[config.mk]
export PLATFORM = sky130hd
export DESIGN_NAME = irq_edge_ctrl
export DESIGN_NICKNAME = d
export VERILOG_FILES = /design/src/rtl/irq_edge_pkg.sv /design/src/rtl/irq_edge_sync.sv /design/src/rtl/irq_ctrl_reg.sv /design/src/rtl/irq_latch_fsm.sv /design/src/rtl/irq_edge_ctrl.sv
export SDC_FILE = /design/constraint.sdc
export NUM_CORES = 1
export LEC_CHECK = 0
export ABC_AREA = 1
export BUFFER_PORTS_ARGS = -buffer_cell sky130_fd_sc_hd__buf_4
export CAP_MARGIN = 15
export CORE_AREA = 4 4 41 43
export DETAILED_ROUTE_END_ITERATION = 6
export DIE_AREA = 0 0 45 47
export PLACE_DENSITY = 0.62
export SLEW_MARGIN = 10
export SYNTH_ARGS = -nofsm -noshare
export SYNTH_HDL_FRONTEND = slang
export SYNTH_HIERARCHICAL = 1
export SYNTH_SLANG_ARGS = --single-unit
[constraint.sdc]
create_clock -name clk -period 0.98 [get_ports clk]
set_input_delay 0.049 -clock clk [delete_from_list [all_inputs] [get_ports clk]]
set_output_delay 0.049 -clock clk [all_outputs]
set_load 0.03 [all_outputs]
[src/rtl/irq_edge_pkg.sv]
`timescale 1ns/1ps
package irq_edge_pkg;

    typedef enum logic [1:0] {
        LS_DISARMED = 2'd0,
        LS_ARMED    = 2'd1,
        LS_PENDING  = 2'd2
    } latch_state_e;

    localparam int CR_EN_BIT  = 0;
    localparam int CR_LVL_LSB = 1;

endpackage

[src/rtl/irq_edge_sync.sv]
`timescale 1ns/1ps
module irq_edge_sync #(
    parameter int SYNC_STAGES = 2
) (
    input  logic clk,
    input  logic rst_n,
    input  logic src_i,
    output logic edge_o
);
    localparam int MSB = SYNC_STAGES - 1;

    logic [SYNC_STAGES-1:0] sync_q;
    logic                   prev_q;

    always_ff @(posedge clk) begin
        if (!rst_n) sync_q[0] <= 1'b0;
        else        sync_q[0] <= src_i;
    end

    for (genvar g = 1; g < SYNC_STAGES; g++) begin : g_stage
        always_ff @(posedge clk) begin
            if (!rst_n) sync_q[g] <= 1'b0;
            else        sync_q[g] <= sync_q[g-1];
        end
    end

    always_ff @(posedge clk) begin
        if (!rst_n) prev_q <= 1'b0;
        else        prev_q <= sync_q[MSB];
    end

    always_comb edge_o = sync_q[MSB] & ~prev_q;

    // one rising edge yields a single-cycle detect pulse
    p_edge_single_r2: assert property (@(posedge clk) disable iff (!rst_n)
        edge_o |=> !edge_o);

endmodule

[src/rtl/irq_ctrl_reg.sv]
`timescale 1ns/1ps
module irq_ctrl_reg
    import irq_edge_pkg::*;
#(
    parameter int LEVEL_W = 3,
    parameter int CTRL_W  = LEVEL_W + 2
) (
    input  logic               clk,
    input  logic               rst_n,
    input  logic               wr_en,
    input  logic [CTRL_W-1:0]  wr_data,
    output logic               en_q,
    output logic               en_next,
    output logic [LEVEL_W-1:0] level_q,
    output logic               clr_o
);
    localparam int CLR_BIT = LEVEL_W + 1;

    always_ff @(posedge clk) begin
        if (!rst_n) begin
            en_q    <= 1'b0;
            level_q <= '0;
        end else if (wr_en) begin
            en_q    <= wr_data[CR_EN_BIT];
            level_q <= wr_data[CR_LVL_LSB +: LEVEL_W];
        end
    end

    always_comb begin
        en_next = wr_en ? wr_data[CR_EN_BIT] : en_q;
        clr_o   = wr_en & wr_data[CLR_BIT];
    end

    // register fields only move on a write
    p_reg_hold_r8: assert property (@(posedge clk) disable iff (!rst_n)
        !wr_en |=> ($stable(en_q) && $stable(level_q)));

    // a write lands its enable bit
    p_reg_write_r8: assert property (@(posedge clk) disable iff (!rst_n)
        wr_en |=> (en_q == $past(wr_data[CR_EN_BIT])));

endmodule

[src/rtl/irq_latch_fsm.sv]
`timescale 1ns/1ps
module irq_latch_fsm
    import irq_edge_pkg::*;
#(
    parameter bit STRICT = 1'b0
) (
    input  logic clk,
    input  logic rst_n,
    input  logic edge_i,
    input  logic en_next_i,
    input  logic clr_i,
    output logic pending_o
);
    latch_state_e state_q, state_d;
    logic         capture_ok;

    localparam latch_state_e RESET_ST = STRICT ? LS_DISARMED : LS_ARMED;

    always_comb capture_ok = !STRICT || en_next_i;

    always_ff @(posedge clk) begin
        if (!rst_n) state_q <= RESET_ST;
        else        state_q <= state_d;
    end

    always_comb begin
        state_d = state_q;
        unique case (state_q)
            LS_DISARMED: begin
                if (capture_ok) state_d = edge_i ? LS_PENDING : LS_ARMED;
            end
            LS_ARMED: begin
                if (!capture_ok)  state_d = LS_DISARMED;
                else if (edge_i)  state_d = LS_PENDING;
            end
            LS_PENDING: begin
                if (!capture_ok)          state_d = LS_DISARMED;
                else if (clr_i && !edge_i) state_d = LS_ARMED;
            end
            default: state_d = RESET_ST;
        endcase
    end

    always_comb pending_o = (state_q == LS_PENDING);

    // a detected edge is captured when capture is allowed
    p_edge_capture_r2: assert property (@(posedge clk) disable iff (!rst_n)
        (edge_i && capture_ok) |=> pending_o);

    // clear without a coincident edge empties the latch
    p_clear_r7: assert property (@(posedge clk) disable iff (!rst_n)
        (clr_i && !edge_i) |=> !pending_o);

    // the latch holds until cleared while capture is allowed
    p_hold_r4: assert property (@(posedge clk) disable iff (!rst_n)
        (pending_o && !clr_i && capture_ok) |=> pending_o);

    // strict variant drops the latch when disabled
    p_strict_drop_r5: assert property (@(posedge clk) disable iff (!rst_n)
        !capture_ok |=> !pending_o);

endmodule

[src/rtl/irq_edge_ctrl.sv]
`timescale 1ns/1ps
module irq_edge_ctrl
    import irq_edge_pkg::*;
#(
    parameter bit STRICT      = 1'b0,
    parameter int LEVEL_W     = 3,
    parameter int DATA_W      = 8,
    parameter int SYNC_STAGES = 2
) (
    input  logic               clk,
    input  logic               rst_n,
    input  logic               src_i,
    input  logic               wr_en,
    input  logic [DATA_W-1:0]  wr_data,
    output logic [DATA_W-1:0]  rd_data,
    output logic [LEVEL_W-1:0] irq_req
);
    localparam int CTRL_W  = LEVEL_W + 2;
    localparam int STS_BIT = LEVEL_W + 1;

    logic               edge_det;
    logic               en_q;
    logic               en_next;
    logic [LEVEL_W-1:0] level_q;
    logic               clr;
    logic               pending;
    logic               unused_hi_bits;

    always_comb unused_hi_bits = &{1'b0, wr_data[DATA_W-1:CTRL_W]};

    irq_edge_sync #(
        .SYNC_STAGES (SYNC_STAGES)
    ) u_sync (
        .clk    (clk),
        .rst_n  (rst_n),
        .src_i  (src_i),
        .edge_o (edge_det)
    );

    irq_ctrl_reg #(
        .LEVEL_W (LEVEL_W),
        .CTRL_W  (CTRL_W)
    ) u_reg (
        .clk     (clk),
        .rst_n   (rst_n),
        .wr_en   (wr_en),
        .wr_data (wr_data[CTRL_W-1:0]),
        .en_q    (en_q),
        .en_next (en_next),
        .level_q (level_q),
        .clr_o   (clr)
    );

    irq_latch_fsm #(
        .STRICT (STRICT)
    ) u_latch (
        .clk       (clk),
        .rst_n     (rst_n),
        .edge_i    (edge_det),
        .en_next_i (en_next),
        .clr_i     (clr),
        .pending_o (pending)
    );

    always_comb begin
        irq_req = '0;
        if (pending && en_q && (level_q != '0)) irq_req = level_q;

        rd_data                             = '0;
        rd_data[CR_EN_BIT]                  = en_q;
        rd_data[CR_LVL_LSB +: LEVEL_W]      = level_q;
        rd_data[STS_BIT]                    = pending;
    end

    // a request needs enable and a latched edge
    p_req_gated_r3: assert property (@(posedge clk) disable iff (!rst_n)
        (irq_req != '0) |-> (rd_data[CR_EN_BIT] && rd_data[STS_BIT]));

    // level zero never produces a request
    p_level_mask_r6: assert property (@(posedge clk) disable iff (!rst_n)
        (rd_data[CR_LVL_LSB +: LEVEL_W] == '0) |-> (irq_req == '0));

    // strict variant shows no latched edge while disabled
    p_strict_clear_r5: assert property (@(posedge clk) disable iff (!rst_n)
        (STRICT && !rd_data[CR_EN_BIT]) |-> !rd_data[STS_BIT]);

endmodule

# [Word-level counts from Yosys, hierarchy flattened]
# Index checks and enable logic that the tools add are counted.
[totals] reg_bits=9 output_inout_bits=11
[classes] n_eq_ne=4 n_mux=5 bitwise=3 reduce_logical=7
[ops] op="two-way mux 2 bit" n=3
[ops] op="case mux 2 bit (3 select lines)" n=1
[ops] op="!= test 2 x 1 -> 1 bit (second input constant)" n=2
[ops] op="logical AND 1 bit" n=3
[ops] op="two-way mux 3 bit" n=1
[ops] op="nonzero test 3 bit" n=1
[ops] op="AND 1 bit" n=2
[ops] op="equality test 2 x 1 -> 1 bit (second input constant)" n=1
[ops] op="equality test 2 bit (second input constant)" n=1
[ops] op="logical NOT 2 bit" n=1
[ops] op="AND reduction 2 bit" n=1
[ops] op="logical NOT 1 bit" n=1
[ops] op="inverter 1 bit" n=1

# [Depth between registers and ports, before layout]
# Gate-level depths: netlist of run 1.
[logic_depth] ltp_word=6 depth_mapped=6

# [Cells and area by module]
# Netlist of run 1, hierarchy kept.
[by_module_without_submodules] mod="irq_ctrl_reg" instances=1 cells_each=24 area_per_inst_um2=166.4 seq_area_each_um2=80.1
[by_module_without_submodules] mod="irq_edge_sync" instances=1 cells_each=11 area_per_inst_um2=92.6 seq_area_each_um2=60.1
[by_module_without_submodules] mod="irq_latch_fsm" instances=1 cells_each=13 area_per_inst_um2=88.8 seq_area_each_um2=40.0
[by_module_without_submodules] mod="irq_edge_ctrl" instances=1 cells_each=17 area_per_inst_um2=87.6 seq_area_each_um2=0.0

# [Worst setup path before layout of run 1]
# No wires, ideal clock.
[synth_timing] path_type="register -> output" start="reg u_reg.level_q[0]" end="out irq_req[0]" t_arrival_ps=1017 slack_ps=-86 stages_incl_launch_ff=3 path_buffers=0 path_cell_list="dfxtp_1 > inv_1 > nor2_1"
[synth_between] elab_chain_cells=3
[synth_rtl] item="start, declared" line="irq_ctrl_reg.sv:14" source="output logic [LEVEL_W-1:0] level_q,"
[synth_rtl] item="start signal, assigned" line="irq_ctrl_reg.sv:25" source="level_q <= wr_data[CR_LVL_LSB +: LEVEL_W];"
[synth_rtl] item="nonzero test 3 bit" line="irq_edge_ctrl.sv:67" source="if (pending && en_q && (level_q != '0)) irq_req = level_q;"
[synth_rtl] item="logical AND 1 bit" line="irq_edge_ctrl.sv:67"
[synth_rtl] item="two-way mux 3 bit (*)" line="irq_edge_ctrl.sv:67"
[synth_rtl] item="end, declared" line="irq_edge_ctrl.sv:16" source="output logic [LEVEL_W-1:0] irq_req"
# Mark *: on every way between the ends. The rest lies on a longest branch, timed or not.

# [Final worst setup path of run 1]
[layout_timing] start="reg u_latch.state_q[1]" end="out irq_req[1]"
[layout_between] elab_chain_cells=4
[layout_rtl] item="start, declared" line="irq_latch_fsm.sv:14" source="latch_state_e state_q, state_d;"
[layout_rtl] item="start signal, assigned" line="irq_latch_fsm.sv:23" source="else state_q <= state_d;"
[layout_rtl] item="equality test 2 bit" line="irq_latch_fsm.sv:44" source="always_comb pending_o = (state_q == LS_PENDING);"
[layout_rtl] item="logical AND 1 bit (2 in a row)" line="irq_edge_ctrl.sv:67"
[layout_rtl] item="two-way mux 3 bit" line="irq_edge_ctrl.sv:67"
# Every way passes these cells.

==> results.md, run 1 <==
* Status: finished with violations
* Failing checks: setup timing
* H-tree depth at 1
* Core Util, Final at 0.502
* IO Count at 23
* Placed cell areas at 566 sq um
* Die Y at 47 um
* Syn avg cell area at 6.74 sq um
* Max VDD drop at 0.648 mV
* Total grt overflow at 0
* Pwr Total at 835 uW
* CTS max path bufs at 2
* CTS tree: yes
* Leakage power at 0.365 nW
* Max Used Layer: met4
* Drt total wl at 819 um
* DR iter-0 viols at 6
* Core Region at 1300 sq um
* Area Overhead vs Synth at 51.3%
* Final Setup Violations at 4
* Fmax achieved at 855 MHz
* Met2 Routed Length at 398 um
* Mapped Area at 432 sq um
* Routed wl met3 at 56 um
* Setup CP Type: reg2out
* First-pass GRT wire length at 1350 um
* Die width at 45 um
* Via/cell ratio at 3.93
* Cells after synthesis at 64
* Switching part of the total at 0.276
* Layout cells sized above 1 at 0.471
* Clock power frac at 0.333
* Int Pwr at 605 uW
* PnR worst setup slack at -189 ps
* Worst Setup Start Kind: register
* Vias in the first global route at 335
* # clock sinks at 9
* Reg power frac at 0.482
* Die area at 2120 sq um
* Skew final at 4.27 ps
* Combinational power share at 0.184
* Vias at 393
* Max Slew Vio Count at 0
* Final net count at 98
* Clock slew at reported path FFs at 60 ps
* Slowest stage delay, CP at 330 ps
* DRC at 0
* DR pass1 iterations at 3
* Final Hold Viols at 0
* WP data required at 930 ps
* Initial Util at 0.332
* Switch Pwr at 230 uW
* PortBufs at 16
* RSZ-0062 raised after global routing: yes
* Critical path peak fanout at 3
* Max cap viols at 0
* N_diodes at 0
* Slowest CP cell: dfxtp_2
* CTS Buf Count at 3
* Largest net degree at the start of global routing at 9
* Worst-path cell chain: inv_2 > nor2_4 > nand2_4 > inv_4 > nand2_4 > nor2_4 > buf_6
* Root buf cell: clkbuf_4
* Pwr dens at 1280 nW/um^2
* # rows at 13
* Hpwl dp at 616 um
* Final non-filler cell total at 100
* Synth warnings at 6
* Metal-1 WL at 345 um
* CP Data Arrival Time at 1120 ps
* Dpl cells at 94
* Most frequent cells in the layout: buf_4, inv_1, nand2_1
* Worst-Skew Late Latency at 260 ps
* Initial antenna violation count at 0
* Final instance area at 653 sq um
* Post-DRT Antenna Nets at 0
* Overall routing resource usage at 0.0929
* GP Congestion at 0.670
* Routed WL per cell at 8.19 um
* Worst hold path class: in2reg
* Critical path endpoint category: output pin
* Commonest non-fill, non-tap cell in the layout: buf_4
* Fin crit share at 1.19
* Final Critical Period at 1170 ps
-- path summary, 6_finish.rpt --
check                                         from            endpoint  slack (ps)  depth (start not counted)
worst max-delay path            u_latch/state_q[1]          irq_req[1]        -190                          7
worst min-delay path                    wr_data[3]    u_reg/level_q[2]          20                          3
worst max register to register  u_latch/state_q[1]  u_latch/state_q[0]         230                          5
worst min register to register    u_sync/sync_q[0]    u_sync/sync_q[1]         410                          2
-- state kept, by name, summed over array words and instances, names as in the netlist --
name,cells
u_latch/state_q,2
u_reg/en_q,1
u_reg/level_q,3
u_sync/prev_q,1
u_sync/sync_q,2
-- power by group through the flow --
stage / Clock, mW / Sequential [mW] / Combinational [mW]
finish: 0.278 / 0.403 / 0.154
global placement: 0 / 0.407 / 0.146
detailed placement: 0 / 0.408 / 0.147
CTS: 0.292 / 0.402 / 0.153
global route: 0.302 / 0.407 / 0.170
floorplan: 0 / 0.422 / 0.0854
-- metal layers --
layer / track usage / vias up
met5: 0 / -
met4: 0.0877 / 0
met3: 0.0115 / 2
met2: 0.138 / 14
met1: 0.115 / 162
li1: - / 215
-- metrics by stage --
stage                     worst slack, ps  TNS (ps)  hold slack, ps
after floorplan                      2.44         0             142
after global placement              -5.91     -5.91             231
after detailed placement            -25.4     -25.4             236
after CTS                            -232      -707            11.7
after global routing                 -254      -793            23.0
final                                -189      -544            15.4
-- repair_timing --
action,4_1_cts,5_1_grt
gates resized for setup,12,4
hold endpoints to repair,1,0
pin swaps,5,2
hold buffers,1,0
setup buffers,2,1
endpoints found under the setup margin,4,4
-- cell type report --
cell class	instances	area [sq um]
Multi-Input combinational cell	35	188
Inverter	17	66.3
Tap cell	15	18.8
Fill cell	150	648
Clock buffer	4	26.3
Sequential cell	9	183
Timing Repair Buffer	20	171
-- worst max-delay path, delay by kind of cell, from the launching register on --
| family | cells | cell delay [ps] |
|---|---|---|
| buf+inv | 3 | 230 |
| flops | 1 | 330 |
| simple gates | 4 | 290 |
No activity file was read; power rests on OpenSTA's default activity.
==> run 2: changes to the inputs <==
BUFFER_PORTS_ARGS = -buffer_cell sky130_fd_sc_hd__buf_2   (was -buffer_cell sky130_fd_sc_hd__buf_4)
clock period = 1.1 ns   (was 0.98 ns; I/O delays follow)
==> run 2 against run 1 <==
Critical endpoint unchanged. Power decreased by 13%. The flow still finishes with violations (setup timing). Clock-buffer cell count stayed put. Routed wire length is 0.98% lower.
==> results.md, run 2 (synthesis gave the netlist of run 1 again) <==
* Area Overhead vs Synth at 30.7%
* Worst-Skew Late Latency at 260 ps
* WP data required at 1040 ps
* Vias at 371
* Post-DRT Antenna Nets at 0
* Routed WL per cell at 8.28 um
* Core Util, Final at 0.434
* Worst-path cell chain: inv_2 > nor2_4 > nand2_2 > clkinv_1 > nand2_1 > nor2_2 > buf_6
* Crit path max-delay family: flip-flops
* Setup CP Type: reg2out
* Clock slew at reported path FFs at 60 ps
* Fillers at 151
* GP Congestion at 0.740
* DRC at 0
* Vias in the first global route at 319
* Max Slew Vio Count at 0
* Initial antenna violation count at 0
* Final instance area at 564 sq um
* CP Data Arrival Time at 1090 ps
* DP Worst Slack at 79.6 ps
* Total grt overflow at 0
* Placed cell areas at 500 sq um
* Hpwl dp at 630 um
* Slowest stage delay, CP at 330 ps
* Die area at 2120 sq um
* Initial Util at 0.332
* CTS max path bufs at 2
* Final Hold Viols at 0
* Final net count at 96
* DR pass1 iterations at 3
* Largest net degree at the start of global routing at 9
* Final Setup Violations at 1
* # rows at 13
* Die width at 45 um
* Biggest regs: u_reg/level_q x3, u_latch/state_q x2, u_sync/sync_q x2
* Status: finished with violations
* IO Count at 23
* Max cap viols at 0
* Critical path endpoint category: output pin
* Fin crit share at 1.04
* Die Y at 47 um
* PnR worst setup slack at -47.5 ps
* Critical path peak fanout at 3
* Drt total wl at 811 um
* H-tree depth at 1
* Failing checks: setup timing
* Pwr dens at 1290 nW/um^2
* Fmax achieved at 871 MHz
* Worst Setup Start Kind: register
* Slowest CP cell: dfxtp_2
* Max VDD drop at 0.753 mV
* # clock sinks at 9
* RSZ-0062 raised after global routing: yes
* Top reg by flops: u_reg/level_q
* Via/cell ratio at 3.79
* Final Critical Period at 1150 ps
* R2r setup slk at 340 ps
* PortBufs at 16
* First-pass GRT wire length at 1320 um
* CTS tree: yes
* Leakage power at 0.318 nW
* Overall routing resource usage at 0.0903
* Most frequent cells in the layout: inv_1, buf_2, nand2_1
* CTS Buf Count at 3
* Skew final at 3.17 ps
* N_diodes at 0
* Number of flip-flops in the largest register at 3
* DR iter-0 viols at 4
* Core Region at 1300 sq um
* Root buf cell: clkbuf_4
* Worst hold path class: in2reg
* Worst path bufs/invs at 3
* Layout cells sized above 1 at 0.398
==> run 2: cell count changes in the layout (fill, tap and decap cells not counted), moves of 2 or more <==
cell	change
buf_2	+13
buf_4	-11
buf_6	-4
nand2_4	-2
nor2_1	+2
==> run 2: per-layer routing <==
metal	track usage	wire, um	share of wire	vias up
met4	0.0702	17	0.021	0
met5	0	0	0	-
met1	0.106	351	0.43	149
met2	0.141	389	0.48	11
met3	0.0230	53	0.065	2
li1	-	-	-	209
==> run 2: tightest hold or removal path: cells and delay by family <==
| family | cells | cell delay, ps |
|---|---|---|
| buffers and inverters | 1 | 70 |
| and+or+nand+nor | 2 | 110 |
==> run 2: final cells by class <==
cell class | instances | area (sq um) | area share
well taps | 15 | 18.8 | 0.0333
repair buffers | 18 | 109 | 0.193
inverters | 17 | 63.8 | 0.113
clock buffers | 4 | 26.3 | 0.0466
flip-flops and latches | 9 | 181 | 0.322
multi-input cells | 35 | 165 | 0.293
==> run 2: final timing paths <==
check	start	to	depth (start not counted)
setup reg to reg	u_latch/state_q[1]	u_latch/state_q[0]	5
setup / recovery	u_latch/state_q[1]	irq_req[1]	7
hold / removal	wr_data[3]	u_reg/level_q[2]	3
hold reg to reg	u_sync/sync_q[0]	u_sync/sync_q[1]	2
==> run 2: where the power goes <==
| part | internal [mW] | switching [mW] |
|---|---|---|
| Sequential | 0.344 | 0.0134 |
| Clock | 0.140 | 0.114 |
| Combinational | 0.0403 | 0.0775 |
| Total | 0.524 | 0.205 |
==> run 2: metrics by stage <==
stage | std cells | hold WS (ps) | power, mW | setup TNS, ps
after floorplan | 66 | 148 | 0.451 | 0
after global placement | 92 | 237 | 0.474 | 0
after detailed placement | 92 | 245 | 0.476 | 0
after CTS | 98 | 7.67 | 0.743 | -159
after global routing | 98 | 7.93 | 0.778 | -297
final | 98 | 18.4 | 0.729 | -47.5
==> run 2: timing repair <==
action                                  CTS  global route
pin swaps                                 2             0
hold buffers                              1             0
gates resized for setup                   7             1
endpoints found under the setup margin    3             3
hold endpoints to repair                  1             0
buffers inserted                          1             0
cloned                                    0             0
==> run 3: changes to the inputs <==
PLACE_DENSITY = default   (was 0.62)
RECOVER_POWER = 50   (was default)
==> run 3 against run 2 <==
Critical path type unchanged. Final area rose by 2.4%. Clock-buffer cell count did not move. Hold slack improved by 5.9 ps. Largest cell class unchanged. The flow still finishes with violations (setup timing). Die area did not move. Sequential power barely moved. First-iteration DRC count fell by 75%. Register-to-register slack barely moved. Critical path depth did not move. Clock skew fell by 1.9 ps.
==> results.md, run 3 (synthesis gave the netlist of run 1 again) <==
* Core Region at 1300 sq um
* Post-DRT Antenna Nets at 0
* Switch Pwr at 202 uW
* Critical path endpoint category: output pin
* Number of flip-flops in the largest register at 3
* DRC at 0
* Biggest regs: u_reg/level_q x3, u_latch/state_q x2, u_sync/sync_q x2
* R2r setup slk at 340 ps
* Skew final at 1.31 ps
* Fmax achieved at 871 MHz
* Layout cells sized above 1 at 0.429
* Worst r2r src: u_latch/state_q[1]
* Slowest stage delay, CP at 330 ps
* Final net count at 97
* Pwr dens at 1260 nW/um^2
* Combinational power share at 0.164
* Worst setup endpoint: irq_req[1]
* Total grt overflow at 0
* Worst-path cell chain: inv_2 > nor2_4 > nand2_2 > clkinv_2 > nand2_2 > nor2_2 > buf_6
* Critical path's most frequent cell: nand2_2
* RSZ-0062 raised after global routing: yes
* Clock slew at reported path FFs at 60 ps
* Worst Setup Start Kind: register
* GP Congestion at 0.717
* Root buf cell: clkbuf_4
* Int Pwr at 524 uW
* Slowest CP cell: dfxtp_2
* Area Overhead vs Synth at 33.9%
* Overall routing resource usage at 0.0934
* CTS Buf Count at 3
* Final Hold Viols at 0
* Final Setup Violations at 3
* Max cap viols at 0
* Worst path bufs/invs at 3
* CP startpoint: u_latch/state_q[1]
* Die width at 45 um
* N_diodes at 0
* Max VDD drop at 0.629 mV
* Final instance area at 578 sq um
* Commonest non-fill, non-tap cell in the layout: inv_1
* Fin crit share at 1.04
* WP data required at 1040 ps
* Cell count along the critical path at 7
* Drt total wl at 807 um
* Leakage power at 0.328 nW
* Top reg by flops: u_reg/level_q
* Worst hold path class: in2reg
* DP Worst Slack at 74.2 ps
* # clock sinks at 9
* Status: finished with violations
* Routed WL per cell at 8.15 um
* First-pass GRT wire length at 1350 um
* Critical path peak fanout at 3
* Most frequent cells in the layout: inv_1, buf_2, nand2_1
* Initial Util at 0.332
* CTS max path bufs at 2
* CTS tree: yes
* # rows at 13
* Failing checks: setup timing
* Initial antenna violation count at 0
* Via/cell ratio at 3.95
* DR pass1 iterations at 2
* Hold WS at 24.3 ps
* Switching part of the total at 0.278
* H-tree depth at 1
* Clock power frac at 0.343
* R2r endpoint: u_latch/state_q[0]
* PortBufs at 16
* Reg2Reg Depth at 5
* Die area at 2120 sq um
* PnR worst setup slack at -48.0 ps
* Max Slew Vio Count at 0
* Crit path max-delay family: flip-flops
* Die Y at 47 um
* Hpwl dp at 597 um
* Final Critical Period at 1150 ps
* Worst-Skew Late Latency at 250 ps
* Reg power frac at 0.492
* Vias at 391
* Placed cell areas at 500 sq um
* DR iter-0 viols at 1
* IO Count at 23
* Setup CP Type: reg2out
* Vias in the first global route at 346
* Largest net degree at the start of global routing at 9
* Setup TNS at -73.9 ps
* Pwr Total at 727 uW
* CP Data Arrival Time at 1090 ps
==> run 3: layout make-up <==
type / instances / area [sq um]
fill: 151 / 723
sequential: 9 / 181
multi-input combinational: 35 / 168
timing repair buffer: 19 / 119
inverter: 17 / 65.1
clock buffer: 4 / 26.3
tap: 15 / 18.8
==> run 3: through the flow <==
step / utilization / cells
floorplan: - / 66
global placement: 0.385 / 92
detailed placement: 0.385 / 92
CTS: 0.437 / 98
global route: 0.444 / 99
finish: 0.444 / 99
==> run 3: worst min-delay path by stage <==
stage	from	endpoint	slack, ps	depth (start not counted)
after floorplan	rst_n	u_sync/sync_q[0]	150	2
after global placement	src_i	u_sync/sync_q[0]	240	3
after detailed placement	src_i	u_sync/sync_q[0]	240	3
after CTS	wr_data[3]	u_reg/level_q[2]	10	3
after global routing	wr_data[3]	u_reg/level_q[2]	10	3
final	wr_data[3]	u_reg/level_q[2]	20	3
==> run 3: what timing repair did <==
| item | in CTS | in global routing |
|---|---|---|
| setup buffers | 1 | 1 |
| hold endpoints to repair | 1 | 0 |
| resized for setup | 10 | 1 |
| pin swaps | 5 | 3 |
| setup endpoints to repair | 4 | 3 |
| hold buffers | 1 | 0 |
==> run 3: layer usage <==
metal | part of all wire | wire (um) | track usage
met5 | 0 | 0 | 0
met3 | 0.061 | 49 | 0.0460
met4 | 0 | 0 | 0.0702
met2 | 0.48 | 385 | 0.136
met1 | 0.46 | 372 | 0.105
==> run 3: tightest hold or removal path: cells and delay by family <==
| family | cells | cell delay [ps] |
|---|---|---|
| buffers and inverters | 1 | 70 |
| AND/OR/NAND/NOR | 2 | 110 |
==> run 3: power by group through the flow <==
stage               clock network [mW]  registers (mW)  logic [mW]
global placement                     0           0.363       0.110
floorplan                            0           0.376      0.0742
detailed placement                   0           0.364       0.112
finish                           0.250           0.358       0.119
global route                     0.291           0.360       0.133
CTS                              0.267           0.358       0.119
